==> config.mk <==
export PLATFORM = sky130hd
export DESIGN_NAME = hbridge_cmd_dec
export DESIGN_NICKNAME = d
export VERILOG_FILES = /design/src/rtl/hbd_pkg.sv /design/src/rtl/hbd_sync.sv /design/src/rtl/hbd_idle_fsm.sv /design/src/rtl/hbd_bridge.sv /design/src/rtl/hbridge_cmd_dec.sv
export SDC_FILE = /design/constraint.sdc
export NUM_CORES = 1
export LEC_CHECK = 0
export BUFFER_PORTS_ARGS = -buffer_cell sky130_fd_sc_hd__buf_2
export CORE_MARGIN = 5
export CORE_UTILIZATION = 40
export CTS_BUF_LIST = sky130_fd_sc_hd__clkbuf_8
export DETAILED_ROUTE_END_ITERATION = 8
export SKIP_CTS_REPAIR_TIMING = 1
export SLEW_MARGIN = 20
export SYNTH_ARGS = -nofsm -noshare
export SYNTH_HDL_FRONTEND = slang
export SYNTH_SLANG_ARGS = --single-unit
==> constraint.sdc <==
create_clock -name clk -period 1.8 [get_ports clk]
set_input_delay 0.36 -clock clk [delete_from_list [all_inputs] [get_ports clk]]
set_output_delay 0.36 -clock clk [all_outputs]
set_load 0.02 [all_outputs]
==> src/rtl/hbd_pkg.sv <==
package hbd_pkg;

    typedef enum logic [1:0] {
        SYS_RUN,
        SYS_SLEEP,
        SYS_WAKE
    } sys_state_t;

    typedef enum logic [2:0] {
        BR_OFF,
        BR_FWD,
        BR_REV,
        BR_BRAKE,
        BR_FAST,
        BR_DEAD,
        BR_SLOW
    } br_state_t;

    // gate pattern order: {hi1, lo1, hi2, lo2}
    localparam logic [3:0] PAT_OFF   = 4'b0000;
    localparam logic [3:0] PAT_FWD   = 4'b1001;
    localparam logic [3:0] PAT_REV   = 4'b0110;
    localparam logic [3:0] PAT_BRAKE = 4'b0101;

    function automatic br_state_t decode_cmd(input logic a, input logic b);
        unique case ({a, b})
            2'b10:   return BR_FWD;
            2'b01:   return BR_REV;
            2'b11:   return BR_BRAKE;
            default: return BR_OFF;
        endcase
    endfunction

endpackage

==> src/rtl/hbd_sync.sv <==
module hbd_sync #(
    parameter int W = 1
) (
    input  logic         clk,
    input  logic         rst_n,
    input  logic [W-1:0] d_i,
    output logic [W-1:0] q_o
);
    logic [W-1:0] stage1;

    always_ff @(posedge clk or negedge rst_n) begin
        if (!rst_n) begin
            stage1 <= '0;
            q_o    <= '0;
        end else begin
            stage1 <= d_i;
            q_o    <= stage1;
        end
    end
endmodule

==> src/rtl/hbd_idle_fsm.sv <==
module hbd_idle_fsm
    import hbd_pkg::*;
#(
    parameter int IDLE_CYC = 10000,
    parameter int WAKE_CYC = 2000
) (
    input  logic clk,
    input  logic rst_n,
    input  logic any_in_i,
    output logic sleep_o,
    output logic hold_o,
    output logic clr_o
);
    localparam int MAXC = (IDLE_CYC > WAKE_CYC) ? IDLE_CYC : WAKE_CYC;
    localparam int CW   = $clog2(MAXC + 1);

    sys_state_t state, state_nx;
    logic [CW-1:0] cnt, cnt_nx;

    always_ff @(posedge clk or negedge rst_n) begin
        if (!rst_n) begin
            state <= SYS_RUN;
            cnt   <= '0;
        end else begin
            state <= state_nx;
            cnt   <= cnt_nx;
        end
    end

    always_comb begin
        state_nx = state;
        cnt_nx   = cnt;
        unique case (state)
            SYS_RUN: begin
                if (any_in_i) begin
                    cnt_nx = '0;
                end else if (cnt == CW'(IDLE_CYC - 1)) begin
                    state_nx = SYS_SLEEP;        // idle expired
                    cnt_nx   = '0;
                end else begin
                    cnt_nx = cnt + 1'b1;
                end
            end
            SYS_SLEEP: begin
                if (any_in_i) begin
                    state_nx = SYS_WAKE;         // input seen
                    cnt_nx   = '0;
                end
            end
            SYS_WAKE: begin
                if (cnt == CW'(WAKE_CYC - 1)) begin
                    state_nx = SYS_RUN;          // hold expired
                    cnt_nx   = '0;
                end else begin
                    cnt_nx = cnt + 1'b1;
                end
            end
            default: begin
                state_nx = SYS_RUN;
                cnt_nx   = '0;
            end
        endcase
    end

    always_comb begin
        sleep_o = (state == SYS_SLEEP);
        hold_o  = (state != SYS_RUN);
        clr_o   = (state == SYS_SLEEP) && any_in_i;
    end
endmodule

==> src/rtl/hbd_bridge.sv <==
module hbd_bridge
    import hbd_pkg::*;
#(
    parameter int FAST_CYC = 125,
    parameter int DEAD_CYC = 5,
    parameter int SLOW_CYC = 120
) (
    input  logic clk,
    input  logic rst_n,
    input  logic cmd_a_i,
    input  logic cmd_b_i,
    input  logic trip_i,
    input  logic ocp_i,
    input  logic kill_i,
    input  logic clr_i,
    output logic hi1_o,
    output logic lo1_o,
    output logic hi2_o,
    output logic lo2_o,
    output logic fault_o
);
    localparam int MAXC = FAST_CYC + DEAD_CYC + SLOW_CYC;
    localparam int CW   = $clog2(MAXC + 1);

    br_state_t     state, state_nx;
    logic [CW-1:0] cnt, cnt_nx;
    logic          dir_fwd, dir_fwd_nx;
    logic          fault_q;
    logic          same_cmd;
    logic [3:0]    pat;

    always_ff @(posedge clk or negedge rst_n) begin
        if (!rst_n) begin
            state   <= BR_OFF;
            cnt     <= '0;
            dir_fwd <= 1'b0;
        end else begin
            state   <= state_nx;
            cnt     <= cnt_nx;
            dir_fwd <= dir_fwd_nx;
        end
    end

    // overcurrent latch: a new detection wins over a clear
    always_ff @(posedge clk or negedge rst_n) begin
        if (!rst_n)      fault_q <= 1'b0;
        else if (ocp_i)  fault_q <= 1'b1;
        else if (clr_i)  fault_q <= 1'b0;
    end

    assign same_cmd = dir_fwd ? (cmd_a_i && !cmd_b_i) : (!cmd_a_i && cmd_b_i);

    always_comb begin
        state_nx   = state;
        cnt_nx     = cnt;
        dir_fwd_nx = dir_fwd;
        if (kill_i || fault_q) begin
            state_nx = BR_OFF;                   // kill
            cnt_nx   = '0;
        end else begin
            unique case (state)
                BR_FWD, BR_REV: begin
                    if (trip_i) begin
                        state_nx   = BR_FAST;    // trip
                        cnt_nx     = CW'(FAST_CYC - 1);
                        dir_fwd_nx = (state == BR_FWD);
                    end else begin
                        state_nx = decode_cmd(cmd_a_i, cmd_b_i);
                    end
                end
                BR_FAST: begin
                    if (!same_cmd) begin
                        state_nx = decode_cmd(cmd_a_i, cmd_b_i);   // abort
                    end else if (cnt == '0) begin
                        state_nx = BR_DEAD;      // fast done
                        cnt_nx   = CW'(DEAD_CYC - 1);
                    end else begin
                        cnt_nx = cnt - 1'b1;
                    end
                end
                BR_DEAD: begin
                    if (!same_cmd) begin
                        state_nx = decode_cmd(cmd_a_i, cmd_b_i);
                    end else if (cnt == '0) begin
                        state_nx = BR_SLOW;      // dead done
                        cnt_nx   = CW'(SLOW_CYC - 1);
                    end else begin
                        cnt_nx = cnt - 1'b1;
                    end
                end
                BR_SLOW: begin
                    if (!same_cmd || cnt == '0) begin
                        state_nx = decode_cmd(cmd_a_i, cmd_b_i);   // slow done
                    end else begin
                        cnt_nx = cnt - 1'b1;
                    end
                end
                default: state_nx = decode_cmd(cmd_a_i, cmd_b_i); // decode
            endcase
        end
    end

    always_comb begin
        unique case (state)
            BR_FWD:   pat = PAT_FWD;
            BR_REV:   pat = PAT_REV;
            BR_BRAKE: pat = PAT_BRAKE;
            BR_FAST:  pat = dir_fwd ? PAT_REV : PAT_FWD;
            BR_SLOW:  pat = PAT_BRAKE;
            default:  pat = PAT_OFF;
        endcase
        if (kill_i || fault_q) pat = PAT_OFF;
        {hi1_o, lo1_o, hi2_o, lo2_o} = pat;
        fault_o = fault_q;
    end
endmodule

==> src/rtl/hbridge_cmd_dec.sv <==
module hbridge_cmd_dec #(
    parameter int NB      = 2,
    parameter int CLK_KHZ = 10000
) (
    input  logic          clk,
    input  logic          rst_n,
    input  logic [NB-1:0] cmd_a_i,
    input  logic [NB-1:0] cmd_b_i,
    input  logic [NB-1:0] trip_i,
    input  logic [NB-1:0] ocp_i,
    input  logic          uv_i,
    input  logic          ot_i,
    output logic [NB-1:0] hi1_o,
    output logic [NB-1:0] lo1_o,
    output logic [NB-1:0] hi2_o,
    output logic [NB-1:0] lo2_o,
    output logic [NB-1:0] fault_o,
    output logic          standby_o,
    output logic          gdis_o
);
    localparam int IDLE_CYC = CLK_KHZ;                 // 1 ms
    localparam int WAKE_CYC = CLK_KHZ / 5;             // 200 us
    localparam int TOFF_RAW = CLK_KHZ * 25 / 1000;     // 25 us
    localparam int DEAD_RAW = CLK_KHZ / 2000;          // 0.5 us
    localparam int DEAD_CYC = (DEAD_RAW < 1) ? 1 : DEAD_RAW;
    localparam int TOFF_CYC = (TOFF_RAW < DEAD_CYC + 2) ? DEAD_CYC + 2 : TOFF_RAW;
    localparam int FAST_CYC = TOFF_CYC / 2;
    localparam int SLOW_CYC = TOFF_CYC - FAST_CYC - DEAD_CYC;
    localparam int SW       = 4 * NB + 2;

    logic [SW-1:0] raw_in, syn_in;
    logic [NB-1:0] a_s, b_s, trip_s, ocp_s;
    logic          uv_s, ot_s;
    logic          sleep, hold, clr, kill;

    assign raw_in = {cmd_a_i, cmd_b_i, trip_i, ocp_i, uv_i, ot_i};

    hbd_sync #(.W(SW)) u_sync (
        .clk   (clk),
        .rst_n (rst_n),
        .d_i   (raw_in),
        .q_o   (syn_in)
    );

    assign {a_s, b_s, trip_s, ocp_s, uv_s, ot_s} = syn_in;

    hbd_idle_fsm #(.IDLE_CYC(IDLE_CYC), .WAKE_CYC(WAKE_CYC)) u_idle (
        .clk      (clk),
        .rst_n    (rst_n),
        .any_in_i (|{a_s, b_s}),
        .sleep_o  (sleep),
        .hold_o   (hold),
        .clr_o    (clr)
    );

    assign kill      = hold | uv_s | ot_s;
    assign standby_o = sleep;
    assign gdis_o    = uv_s | ot_s;

    for (genvar i = 0; i < NB; i++) begin : g_br
        hbd_bridge #(
            .FAST_CYC (FAST_CYC),
            .DEAD_CYC (DEAD_CYC),
            .SLOW_CYC (SLOW_CYC)
        ) u_br (
            .clk     (clk),
            .rst_n   (rst_n),
            .cmd_a_i (a_s[i]),
            .cmd_b_i (b_s[i]),
            .trip_i  (trip_s[i]),
            .ocp_i   (ocp_s[i]),
            .kill_i  (kill),
            .clr_i   (clr),
            .hi1_o   (hi1_o[i]),
            .lo1_o   (lo1_o[i]),
            .hi2_o   (hi2_o[i]),
            .lo2_o   (lo2_o[i]),
            .fault_o (fault_o[i])
        );
    end
endmodule

==> run metrics <==
most frequent cells in the layout buf_4, dfrtp_1, nand2_1, a21oi_1, inv_1; # setup viols final 12; CP Max Fanout 6; switching share of total power 0.223; Yosys warnings 0; share of flip-flops with an asynchronous set or reset 1.00; final worst-path cycle share 1.18; Post-Route WL a little under 10,000 um; Worst VDD drop 459 uV; clock sinks 62; Final Hold Vio Count 0; placed instance count between 500 and 600; crit path buf inv count 2; Internal Power 2.28 mW; WP data arrival 1.76 ns; FF-to-FF Start u_idle.state[1]; Post-synth EDFFs 0; sequential-to-total area share from yosys stat 0.434; total power 2.93 mW; Crit path max-delay family simple AND/OR/NAND/NOR gates; crit path time final roughly 2.1 ns; IO Port Bufs 23; Psw 653 uW; CP startpoint u_idle.state[1]; CP peak stage delay 0.42 ns; total gr overflow 0; # IOs 24; routability cong. 0.884; area growth from synthesis to layout 37.6%; Slew headroom 0.697; H-Tree Level Count 3; RSZ-0062 raised after global routing yes; Post-DP HPWL 6810 um; Slew Viols, Final 0; pre-CTS setup slack -0.0966 ns; design area 0.00492 mm^2; antenna violations before repair 0; DR vias/cell 5.67; FP Rows 34; Cell variety after synth 64; Hold Crit Class primary input to flop; CTS Root Buffer Type clkbuf_8; post-synthesis register bit count 62; Fmax 0.471 GHz; Crit Path Class flop to output port; Routed Antenna Nets 0; Wirelength per Cell 16.0 um; hold path startpoint trip_i[0]; Total GRT Usage 0.170; Die H 105 um; slack of the critical path -0.322 ns; pwr dens 595 mW/mm^2; Clk pwr share 0.474; Die Wd 105 um; Critical Path Sink Type output port; Fill cells around 750; Fin Hold WS between 0.1 and 0.15 ns; CP startpoint kind flop; die area 0.0109 mm^2; Leakage Power 2.09 nW; failing checks negative setup slack; post-layout util 0.564; Worst path slowest cell dfrtp_1; vias in the first global route 3,283; Syn Inst Count 391; CP cell instances nor4_4 -> nand2b_1 -> buf_6 -> nor3b_2 -> buf_4; mapped cell area 0.00358 mm^2; DRC 0; CTS clk-pin slew, worst paths 0.08 ns; cts bufs inserted 9; Layout Nets 507; Antenna Cells 0; clk_lat worst skew 0.33 ns; Clock Tree Buf Depth 2; ys flop type dfrtp_1; commonest non-fill, non-tap cell in the layout buf_4; syn nets 406; layout cells sized above 1 0.402; Area after DPL ~0.0043 mm^2; Layout Cells excl Fill between 600 and 700; first-pass GRT wire length 15,500 um; worst-margin pin slew 0.454 ns; largest net degree at the start of global routing 51; status complete, but fails checks; Avg Cell Area, Syn 9.15 um^2; Max Cap Viol 0; DR iter-0 viols approximately 170; routed via count around 3,400; Clock Skew about 0.011 ns; Comb pwr share 0.038; Setup TNS Final -2.15 ns; Core Area between 0.008 and 0.009 mm^2; TritonCTS clock tree done; Crit path required time approximately 1.4 ns; Starting Density 0.410; share of power burned in registers 0.488; drt first pass iters 4
[logic make-up after synthesis]
| kind of cell | count (synthesis) | share of synthesized area |
|---|---|---|
| simple gates | 142 | 0.225 |
| compound gates | 126 | 0.242 |
| flops | 62 | 0.434 |
| buf+inv | 52 | 0.0728 |
| xor+xnor | 3 | 0.00735 |
| mux | 3 | 0.00874 |
| fa+ha+maj | 3 | 0.0105 |
[area by class of cell]
type                    count  area (um^2)  share of cell area
flip-flops and latches     62         1550               0.316
repair buffers            118          891               0.181
clock inverters             6         85.1              0.0173
inverters                  24         93.8              0.0191
well taps                 108          135              0.0275
multi-input cells         277         2030               0.412
clock buffers              10          138              0.0280
[metal layers]
| metal | vias up | part of all wire | global-route usage |
|---|---|---|---|
| li1 | 1662 | - | - |
| met1 | 1686 | 0.47 | 0.238 |
| met2 | 67 | 0.48 | 0.262 |
| met3 | 13 | 0.033 | 0.0339 |
| met4 | 0 | 0.013 | 0.0574 |
| met5 | - | 0 | 0 |
[Yosys cell counts (4+ instances only)]
cell,number,area share
nand3_1,16,0.022
inv_1,24,0.025
nand4_1,8,0.014
a211oi_1,7,0.015
nor3b_1,5,0.010
clkbuf_1,11,0.012
dfrtp_1,62,0.43
nand2_1,36,0.038
o22ai_1,7,0.012
a21oi_1,23,0.032
buf_4,10,0.021
o21a_1,4,0.0084
nand2b_1,6,0.010
o211ai_1,4,0.0084
a21o_1,7,0.015
or3_1,4,0.0070
o21ai_0,24,0.034
or2_2,5,0.0087
nor4_1,8,0.014
nor3_1,13,0.018
a31oi_1,16,0.028
o41ai_1,4,0.0098
nor2_1,18,0.019
[registers in the layout, indices dropped and copies added (netlist names)]
name / flops
g_br.u_br.state: 6
g_br.u_br.dir_fwd: 2
u_idle.state: 2
u_idle.cnt: 14
u_sync.stage1: 10
g_br.u_br.cnt: 16
u_sync.q_o: 10
g_br.u_br.fault_o: 2
[path summary, 6_finish.rpt]
| path | slack, ns | endpoint | cells after the start |
|---|---|---|---|
| min | 0.13 | u_sync.stage1[4] | 1 |
| max reg2reg | -0.10 | g_br[0].u_br.cnt[5] | 7 |
| max | -0.32 | hi1_o[0] | 5 |
| min reg2reg | 0.35 | u_sync.q_o[3] | 0 |
| min in group asynchronous | 0.46 | g_br[0].u_br.cnt[3] | 2 |
| max in group asynchronous | 0.75 | g_br[1].u_br.state[0] | 3 |
[power by group through the flow]
stage | logic [mW] | clock network, mW | registers [mW]
2_1_floorplan | 0.0362 | 0 | 1.45
3_3_place_gp | 0.103 | 0 | 1.45
3_5_place_dp | 0.104 | 0 | 1.46
4_1_cts | 0.105 | 1.42 | 1.43
5_1_grt | 0.126 | 1.48 | 1.43
6_report | 0.112 | 1.39 | 1.43
Note: power is estimated with default switching activity, not from simulation.
